--- config.mk ---
export PLATFORM = sky130hd
export DESIGN_NAME = rbt_calc
export DESIGN_NICKNAME = d
export VERILOG_FILES = /design/src/rtl/rbt_pkg.sv /design/src/rtl/rbt_offset_sel.sv /design/src/rtl/rbt_addr_add.sv /design/src/rtl/rbt_calc.sv
export SDC_FILE = /design/constraint.sdc
export NUM_CORES = 1
export LEC_CHECK = 0
export BUFFER_PORTS_ARGS = -buffer_cell sky130_fd_sc_hd__clkbuf_2
export CAP_MARGIN = 0
export CORE_MARGIN = 2
export CORE_UTILIZATION = 35
export CTS_BUF_LIST = sky130_fd_sc_hd__clkbuf_8
export DETAILED_ROUTE_END_ITERATION = 12
export GPL_TIMING_DRIVEN = 0
export PLACE_DENSITY = 0.7
export SYNTH_ARGS = -nofsm -noshare
export SYNTH_HDL_FRONTEND = slang
export SYNTH_HIERARCHICAL = 1
export SYNTH_SLANG_ARGS = --single-unit
--- constraint.sdc ---
create_clock -name clk -period 3.5 [get_ports clk]
set_input_delay 0.35 -clock clk [delete_from_list [all_inputs] [get_ports clk]]
set_output_delay 0.35 -clock clk [all_outputs]
set_load 0.02 [all_outputs]
--- src/rtl/rbt_pkg.sv ---
package rbt_pkg;
    localparam int ADDR_W = 16;
    localparam int BYTE_W = 8;
    localparam int KIND_W = 2;
    localparam int LOOP_SIGN_BIT = 4;

    typedef enum logic [KIND_W-1:0] {
        BK_SHORT = 2'd0,
        BK_LONG  = 2'd1,
        BK_LOOP  = 2'd2,
        BK_BITC  = 2'd3
    } br_kind_e;

    typedef struct packed {
        logic              vld;
        logic [ADDR_W-1:0] tgt;
        logic [ADDR_W-1:0] npc;
    } rbt_state_t;
endpackage

--- src/rtl/rbt_offset_sel.sv ---
module rbt_offset_sel
    import rbt_pkg::*;
#(
    parameter int AW = ADDR_W,
    parameter int BW = BYTE_W,
    parameter int SIGN_BIT = LOOP_SIGN_BIT
) (
    input  logic [KIND_W-1:0] kind,
    input  logic [BW-1:0]     hi,
    input  logic [BW-1:0]     lo,
    input  logic              loop_sign,
    output logic [AW-1:0]     offset
);
    localparam int SHORT_PAD = AW - BW;
    localparam int LOOP_PAD  = AW - BW - 1;

    logic [AW-1:0] off_byte;
    logic [AW-1:0] off_word;
    logic [AW-1:0] off_loop;

    // Sign extension of a single byte (short and bit-condition kinds)
    assign off_byte = {{SHORT_PAD{lo[BW-1]}}, lo};

    // Long offset: two bytes, filled or cut to address width
    generate
        if (AW > 2 * BW) begin : g_word_ext
            assign off_word = {{(AW - 2 * BW){hi[BW-1]}}, hi, lo};
        end else begin : g_word_fit
            logic [2*BW-1:0] word_full;
            assign word_full = {hi, lo};
            assign off_word  = word_full[AW-1:0];
        end
    endgenerate

    // Loop offset: nine bits, sign taken from the postbyte
    assign off_loop = {{LOOP_PAD{loop_sign}}, loop_sign, lo};

    always_comb begin
        unique case (br_kind_e'(kind))
            BK_LONG: offset = off_word;
            BK_LOOP: offset = off_loop;
            default: offset = off_byte;
        endcase
    end
endmodule

--- src/rtl/rbt_addr_add.sv ---
module rbt_addr_add #(
    parameter int AW = 16
) (
    input  logic [AW-1:0] base,
    input  logic [AW-1:0] offset,
    input  logic          cond,
    output logic [AW-1:0] sum,
    output logic [AW-1:0] next
);
    // Carry out of the top bit is dropped: modulo 2^AW wrap
    assign sum  = base + offset;
    assign next = cond ? sum : base;
endmodule

--- src/rtl/rbt_calc.sv ---
module rbt_calc
    import rbt_pkg::*;
#(
    parameter int AW = ADDR_W,
    parameter int BW = BYTE_W,
    parameter int SIGN_BIT = LOOP_SIGN_BIT
) (
    input  logic              clk,
    input  logic              rst_n,
    input  logic              in_valid,
    input  logic [KIND_W-1:0] br_kind,
    input  logic [AW-1:0]     next_pc,
    input  logic [BW-1:0]     off_hi,
    input  logic [BW-1:0]     off_lo,
    input  logic [BW-1:0]     loop_pb,
    input  logic              cond_true,
    output logic              out_valid,
    output logic [AW-1:0]     target,
    output logic [AW-1:0]     npc_out
);
    localparam logic [BW-1:0] SIGN_MASK = BW'(1) << SIGN_BIT;

    rbt_state_t    st_d;
    rbt_state_t    st_q;
    logic [AW-1:0] offset;
    logic [AW-1:0] sum;
    logic [AW-1:0] next_sel;
    logic          unused_pb_bits;

    assign unused_pb_bits = ^(loop_pb & ~SIGN_MASK);

    rbt_offset_sel #(
        .AW(AW), .BW(BW), .SIGN_BIT(SIGN_BIT)
    ) off_i (
        .kind      (br_kind),
        .hi        (off_hi),
        .lo        (off_lo),
        .loop_sign (loop_pb[SIGN_BIT]),
        .offset    (offset)
    );

    rbt_addr_add #(
        .AW(AW)
    ) add_i (
        .base   (next_pc),
        .offset (offset),
        .cond   (cond_true),
        .sum    (sum),
        .next   (next_sel)
    );

    always_comb begin
        st_d     = st_q;
        st_d.vld = in_valid;
        if (in_valid) begin
            st_d.tgt = sum;
            st_d.npc = next_sel;
        end
    end

    always_ff @(posedge clk) begin
        if (!rst_n) begin
            st_q <= '0;
        end else begin
            st_q <= st_d;
        end
    end

    assign out_valid = st_q.vld;
    assign target    = st_q.tgt;
    assign npc_out   = st_q.npc;
endmodule

== Yosys cells after proc, flatten, opt, wreduce, memory -nomap -nowiden ==
Cells that the tools add are included.
Word-level totals
  register bits: 33
  bits in latches: 0
  bits in writable memories: 0
  bits in read-only memories: 0
  bits of input ports: 46
  memories kept: 0
Cells by class
  add/sub/neg operators: 1
  multipliers: 0
  div/mod/pow operators: 0
  magnitude comparators: 0
  equality and inequality tests: 2
  shift-type cells: 0
  multiplexer cells: 2
  bitwise gates (word level): 0
  reductions and logical operators: 0
Operator list (count)
  16-bit one-hot mux with 2 select lines: 1
  16-bit adder: 1
  16-bit 2-to-1 mux: 1
  2-bit by 1-bit equality test with 1-bit output, second input constant: 1
  2-bit equality test, second input constant: 1

== Longest topological paths before layout ==
Gate-level depths: netlist of run 1.
  word-level depth: 4
  gate-level depth with buffers: 14
  gate-level depth less buffers: 12

== Modules after synthesis ==
Netlist of run 1, hierarchy kept.
By module, submodules not included
  rbt_calc: instances 1, cells each 105, area an instance 1270.0 µm²
  rbt_addr_add: instances 1, cells each 168, area an instance 1234.9 µm²
  rbt_offset_sel: instances 1, cells each 32, area an instance 239.0 µm²

== Worst setup path after synthesis of run 1 ==
OpenSTA, ideal clock, no wires.
  kind: input to register
  start: input br_kind[0]
  end: register st_q, in the netlist target[15]
  library setup time: 0.116 ns
  data arrival time: 2.731 ns
  required time: 3.384 ns
  path slack: 0.653 ns
  stages: 13
  buffers on the path: 1
  cell sequence: inv_1 > ha_1 > a21oi_4 > a21oi_2 > ha_1 > buf_2 > and3_4 > and3_1 > o32a_1 > a21oi_2 > xnor3_1 > mux2i_1 > nor2b_1
On the way
  cells in the longest elaborated chain, start to end: 3
  elaborated cells on any way between the ends: 4
  classes of those cells: add/sub: 1; eq/ne: 2; mux: 1
RTL lines
  start: declaration: RTL line rbt_calc.sv:11  | input logic [KIND_W-1:0] br_kind,
  2-bit equality test / 2-bit by 1-bit equality test with 1-bit output (equally long branches): RTL line rbt_offset_sel.sv:39  | unique case (br_kind_e'(kind))
  16-bit one-hot mux with 2 select lines *: RTL line rbt_offset_sel.sv:39
  via offset[10]: RTL line rbt_calc.sv:25  | logic [AW-1:0] offset;
  16-bit adder *: RTL line rbt_addr_add.sv:11  | assign sum = base + offset;
  via sum[15]: RTL line rbt_calc.sv:26  | logic [AW-1:0] sum;
  end signal: assignment: RTL line rbt_calc.sv:65  | st_q <= st_d;
  end: declaration: RTL line rbt_calc.sv:24  | rbt_state_t st_q;
Mark *: on every way through the listed nets, which the timed path passes. The rest lies on a longest branch.
A chain may end at the register's enable or synchronous reset.

== Worst setup path after layout of run 1 ==
  start: input br_kind[0]
  end: register st_q, in the netlist npc_out[15]
On the way
  cells in the longest elaborated chain, start to end: 4
  elaborated cells on any way between the ends: 5
  classes of those cells: add/sub: 1; eq/ne: 2; mux: 2
RTL lines
  2-bit equality test / 2-bit by 1-bit equality test with 1-bit output (equally long branches): RTL line rbt_offset_sel.sv:39
  16-bit one-hot mux with 2 select lines *: RTL line rbt_offset_sel.sv:39
  via offset[11]: RTL line rbt_calc.sv:25
  16-bit adder *: RTL line rbt_addr_add.sv:11
  16-bit 2-to-1 mux *: RTL line rbt_addr_add.sv:12  | assign next = cond ? sum : base;
  via next_sel[15]: RTL line rbt_calc.sv:27  | logic [AW-1:0] next_sel;
Marks and branches as above.

==> results of run 1 <==
cell usage after synthesis, types with 4 or more instances:
master and n:
nand3_1 8, xor2_1 4, nand3b_1 4, clkbuf_1 5, ha_1 17, buf_2 4, o21ai_0 8, dfxtp_1 33
inv_1 5, nor2b_1 37, a21oi_1 18, nor2_1 7, nor3_1 5, buf_4 8, nand2_1 23, a21oi_2 9
mux2_2 7, xnor2_1 5, or3_1 4, o21a_1 4, mux2i_1 33
worst max path at each step:
stage,startpoint,slack [ns],to
floorplan,br_kind[0],0.65,target[15]
detailed placement,br_kind[0],0.26,npc_out[15]
global route,br_kind[0],0.38,npc_out[14]
global placement,br_kind[0],0.30,npc_out[15]
finish,br_kind[0],0.56,npc_out[15]
CTS,br_kind[0],0.55,npc_out[15]
state kept, by name, indices dropped and copies added (netlist names):
name       cells
out_valid      1
npc_out       16
target        16
power by group through the flow:
stage                     combinational (W)  sequential, W  clock, W
after detailed placement           0.000596       0.000452         0
after floorplan                    0.000391       0.000504         0
after global placement             0.000586       0.000451         0
after CTS                          0.000599       0.000443  0.000355
after global routing               0.000663       0.000448  0.000369
final                              0.000597       0.000442  0.000347
layer usage:
metal / wire, um / track usage [%]
met3: 388 / 2.929
met1: 3208 / 20.54
met2: 3018 / 27.62
met5: 0 / 0
met4: 41 / 2.612
area by class of cell:
type / count / area (sq um) / area share [%]
plain buffers: 25 / 201.4 / 6.131
clock inverters: 2 / 35.03 / 1.066
well taps: 102 / 127.6 / 3.884
flip-flops and latches: 33 / 660.6 / 20.11
clock buffers: 5 / 68.82 / 2.094
multi-input cells: 241 / 1859 / 56.59
inverters: 6 / 22.52 / 0.6855
repair buffers: 62 / 310.3 / 9.444
metrics by stage:
| step | setup WS [ns] | std cells | util (%) | instance area, sq um | total power, W |
|---|---|---|---|---|---|
| after global routing | 0.3785 | 476 | 42.96 | 3286 | 0.001480 |
| final | 0.5648 | 476 | 42.96 | 3286 | 0.001387 |
| after detailed placement | 0.2635 | 469 | 41.61 | 3182 | 0.001047 |
| after floorplan | 0.6532 | 305 | - | 2744 | 0.0008952 |
| after global placement | 0.2952 | 469 | 41.61 | 3182 | 0.001037 |
| after CTS | 0.5545 | 476 | 42.96 | 3286 | 0.001397 |
kinds of logic (layout without fill, tap and decap cells):
kind of cell,after synthesis,after routing,synth area share (%)
buffers and inverters,31,100,8.162
AOI/OAI and AO/OA,70,70,19.29
muxes,41,41,15.46
DFF,33,33,24.08
xor gates and xnor gates,10,10,3.693
adders and majority gates,18,18,8.481
and+or+nand+nor,102,102,20.84
==> impl_metrics.ini, run 1 <==
[placed_design]
place_congestion = 0.8685
port_buffers = 62
hpwl_um = 5433

[setup_path]
reg2reg_from = npc_out[5]
max_stage_delay_ns = 0.43
crit_chain = clkbuf_2 -> inv_1 -> ha_1 -> a21oi_4 -> a21oi_2 -> ha_1 -> buf_2 -> nand3_1 -> or3_1 -> or2_0 -> o221ai_1 -> o221ai_1 -> mux2i_1 -> nor2b_1
start_kind = input port
crit_slowest_cell = or3_1
crit_type = in2reg
endpoint_kind = register
rr_worst_depth = 2
critical_path_buf_inv_count = 3
r2r_end = npc_out[5]
cpLargestDelayFamily = simple AND/OR/NAND/NOR gates
critPathRequiredTime_ns = 3.68
path_depth = 14
crit_fanout = 10
rrSetupSlack_ns = 2.89
crit_arrival_ns = 3.12

[die]
io_pins = 79
die_area_sq_um = 8564
coreArea_sq_um = 7647
initial_utilization_pct = 35.88
rows = 32
die_height_um = 92.54
die_w_um = 92.54

[synthesis]
synth_top_area_share_pct = 24.08
synthFlopType = dfxtp_1
avgSynthCellArea_sq_um = 8.996
ys_seq_elements = 33
postSynthCellCount = 305
async_reset_ff_share_pct = 0
synth_cell_types = 60
ys_top_cells_by_area = dfxtp_1 (24%), mux2i_1 (12%), nor2b_1 (8.4%)
synth-edff-count = 0
ys_seq_area_share_pct = 24.08
syn-num-nets = 369
syn_area_sq_um = 2744
yosysTopAreaCell = dfxtp_1
synth_warnings = 6

[run]
maxCapViolations = 0

[cts]
clk_path_buf_depth = 2
cts_root_buf = clkbuf_8
clk_latency_ns = 0.28
holdBufCountCts = 0
cts_resized = 0
cts_htree_levels = 2
cts_tree = built
post-cts-setup-buffer-count = 0
clkTransAtPathRegs_ns = 0.07
cts_sinks = 33
cts_made_buffers = 5

[cells_and_area]
final_common_cell = clkbuf_2
area_growth_pct = 19.74
diodes = 0
final_cell_mix = clkbuf_2 (63), nor2b_1 (37), mux2i_1 (33), dfxtp_1 (33), nand2_1 (23)
fin_nets = 438
layout-drive-gt1-share_pct = 30.21
fillers = 767

[drt]
ant_nets = 0
wl_per_cell_um = 13.98
drt-initial-drc-count = 136
drt_pass1_iterations = 4
drt-total-wl_um = 6656
vias_per_cell = 4.968
drc_errors = 0
vias = 2365

[sta]
finalHoldWorstSlack_ns = 0.3734
fin_crit_sh_pct = 83.86
setup_violations = 0
fin_crit_ns = 2.935
hold_viol = 0
max_clock_freq_mhz = 340.7
worst_pin_slew_ns = 0.6231
slew_headroom_pct = 58.07
clock_skew_ns = 0
finalSetupTns_ns = 0
grt_setup_unrepaired = no
drv_slew = 0

[grt]
grt_pass1_vias = 2278
grtUsageTotal_pct = 15.80
grt_first_pass_wirelength_um = 10850
grt_start_max_net_pins = 11
antenna_found_initial = 0
grt_overflow = 0

[power]
leakage_nw = 1.495
p_switching_w = 0.0005014
seqPwrFrac_pct = 31.9
clockPowerShare_pct = 25.0
switching_share_pct = 36.16
power_frac_comb_pct = 43.1
p_int_w = 0.0008852
power_density_nw_per_um2 = 422.0
vdd_drop_max_mv = 0.2786

[run_status]
outcome = completed

[worst_hold_path]
hp-start = rst_n
hold_path.class = in2reg
min_to = npc_out[15]
min_path_cells = 2
Note: power is estimated with default switching activity, not from simulation.
==> run 2, diff against run 1 <==
--- a/config.mk
+++ b/config.mk
@@ -12,7 +12,7 @@
 export CTS_BUF_LIST = sky130_fd_sc_hd__clkbuf_8
 export DETAILED_ROUTE_END_ITERATION = 12
 export GPL_TIMING_DRIVEN = 0
-export PLACE_DENSITY = 0.7
+export PLACE_DENSITY = 0.72
 export SYNTH_ARGS = -nofsm -noshare
 export SYNTH_HDL_FRONTEND = slang
 export SYNTH_HIERARCHICAL = 1
==> constraint.sdc (replaced) <==
create_clock -name clk -period 2.6 [get_ports clk]
set_input_delay 0.26 -clock clk [delete_from_list [all_inputs] [get_ports clk]]
set_output_delay 0.26 -clock clk [all_outputs]
set_load 0.02 [all_outputs]
==> run 2 against run 1 <==
  * Global-route usage grew 0.72 points
  * Cell count rose by 3.2%
  * Critical endpoint is now target[15]
  * Highest routed layer unchanged
  * Largest cell class unchanged
  * Non-clock buffer count up 14
==> impl_metrics.ini, run 2 (synthesis results as in run 1) <==
[sta]
clock_skew_ns = 0
fin_crit_sh_pct = 97.93
fin_crit_ns = 2.546
drv_slew = 0
slew_headroom_pct = 58.14
setup_violations = 0
hold_viol = 0
grt_setup_unrepaired = yes
worst_pin_slew_ns = 0.6279
finalHoldWorstSlack_ns = 0.2862
max_clock_freq_mhz = 392.8

[cells_and_area]
fin_nets = 452
layout-drive-gt1-share_pct = 35.48
final_cell_mix = clkbuf_2 (60), nor2b_1 (37), mux2i_1 (33), dfxtp_1 (33), nand2_1 (23)
stdcell_count = 491
diodes = 0
postLayoutCellArea_sq_um = 3533
fin_util_pct = 46.20
area_growth_pct = 28.77
final_common_cell = clkbuf_2

[cts]
cts_made_buffers = 5
cts_sinks = 33
clkTransAtPathRegs_ns = 0.07
cts_htree_levels = 2
clk_latency_ns = 0.28
clk_path_buf_depth = 2
cts_root_buf = clkbuf_8
cts_tree = built

[die]
die_area_sq_um = 8564
coreArea_sq_um = 7647
initial_utilization_pct = 35.88
die_w_um = 92.54
die_height_um = 92.54
rows = 32
io_pins = 79

[grt]
grt_overflow = 0
grt_pass1_vias = 2327
grt_start_max_net_pins = 11
grtUsageTotal_pct = 16.52
grt_first_pass_wirelength_um = 11280
antenna_found_initial = 0

[placed_design]
hpwl_um = 5517
dp_cells = 469
placed_area_sq_um = 3217
place_congestion = 0.8357
port_buffers = 62

[setup_path]
crit_fanout = 10
endpoint_kind = register
crit_slowest_cell = o32a_1
start_kind = input port
crit_chain = buf_6 -> ha_4 -> nor2b_4 -> buf_8 -> a21oi_2 -> ha_4 -> clkbuf_4 -> a21oi_1 -> o21ai_1 -> o32a_1 -> a21oi_2 -> xnor3_1 -> mux2i_1 -> nor2b_1
critPathRequiredTime_ns = 2.78
crit_type = in2reg
max_stage_delay_ns = 0.42
crit_arrival_ns = 2.73

[drt]
wl_per_cell_um = 14.49
drt-total-wl_um = 7115
drc_errors = 0
drt_pass1_iterations = 5
vias = 2501
vias_per_cell = 5.094
ant_nets = 0
drt-initial-drc-count = 130

[power]
p_switching_w = 0.0007079
vdd_drop_max_mv = 0.3333
seqPwrFrac_pct = 31.7
switching_share_pct = 37.63
p_int_w = 0.001173
finalPower_w = 0.001881
power_density_nw_per_um2 = 532.4
leakage_nw = 1.584
power_frac_comb_pct = 49.0
clockPowerShare_pct = 19.3

[worst_hold_path]
hold_path.class = in2reg

[run]
maxCapViolations = 0

[run_status]
outcome = completed
==> run 2: what timing repair did <==
action,CTS,global route
resized for setup,2,25
hold buffers,0,0
pin swaps,0,11
buffers inserted,1,13
endpoints found under the setup margin,4,10
==> run 2: path summary, 6_finish.rpt <==
check	slack (ns)	to	from	cells past startpoint
worst max register to register	1.99	npc_out[2]	npc_out[2]	2
worst min register to register	0.52	target[12]	target[12]	2
worst max-delay path	0.05	target[15]	br_kind[1]	14
worst min-delay path	0.29	target[15]	rst_n	2
==> run 2: layout make-up <==
class	instances	area, sq um
Buffer	25	229.0
Tap cell	102	127.6
Sequential cell	33	660.6
Clock buffer	5	68.82
Clock inverter	3	13.76
Timing Repair Buffer	76	444.2
Fill cell	769	4114
Inverter	6	25.02
Multi-Input combinational cell	241	1964
==> run 2: layer usage <==
metal  vias to the layer above  part of all wire (%)  track usage, %
li1                       1262                     -               -
met1                      1137                    44           22.38
met2                        95                    47           27.13
met3                         7                   7.7           3.255
met4                         0                  0.91           3.731
met5                         -                     0               0
==> run 2: critical path: cells and delay by family <==
| family | cells | cell delay (ns) |
|---|---|---|
| muxes | 1 | 0.14 |
| and+or+nand+nor | 2 | 0.18 |
| buffers and inverters | 3 | 0.41 |
| adders and majority gates | 2 | 0.49 |
| xor gates and xnor gates | 1 | 0.23 |
| AOI/OAI and AO/OA | 5 | 1.01 |
==> run 2: power groups by stage <==
stage	clock network [W]	logic [W]	registers, W
finish	0.000363	0.000922	0.000596
global route	0.000397	0.00101	0.000603
CTS	0.000385	0.000831	0.000597
detailed placement	0	0.000819	0.000609
global placement	0	0.000808	0.000607
floorplan	0	0.000543	0.000678
==> run 2: stage by stage <==
stage | TNS (ns) | setup WS, ns
after floorplan | 0 | 0.005410
after global placement | -1.790 | -0.2947
after detailed placement | -2.444 | -0.3755
after CTS | 0 | 0.005249
after global routing | -0.1251 | -0.07964
final | 0 | 0.05386
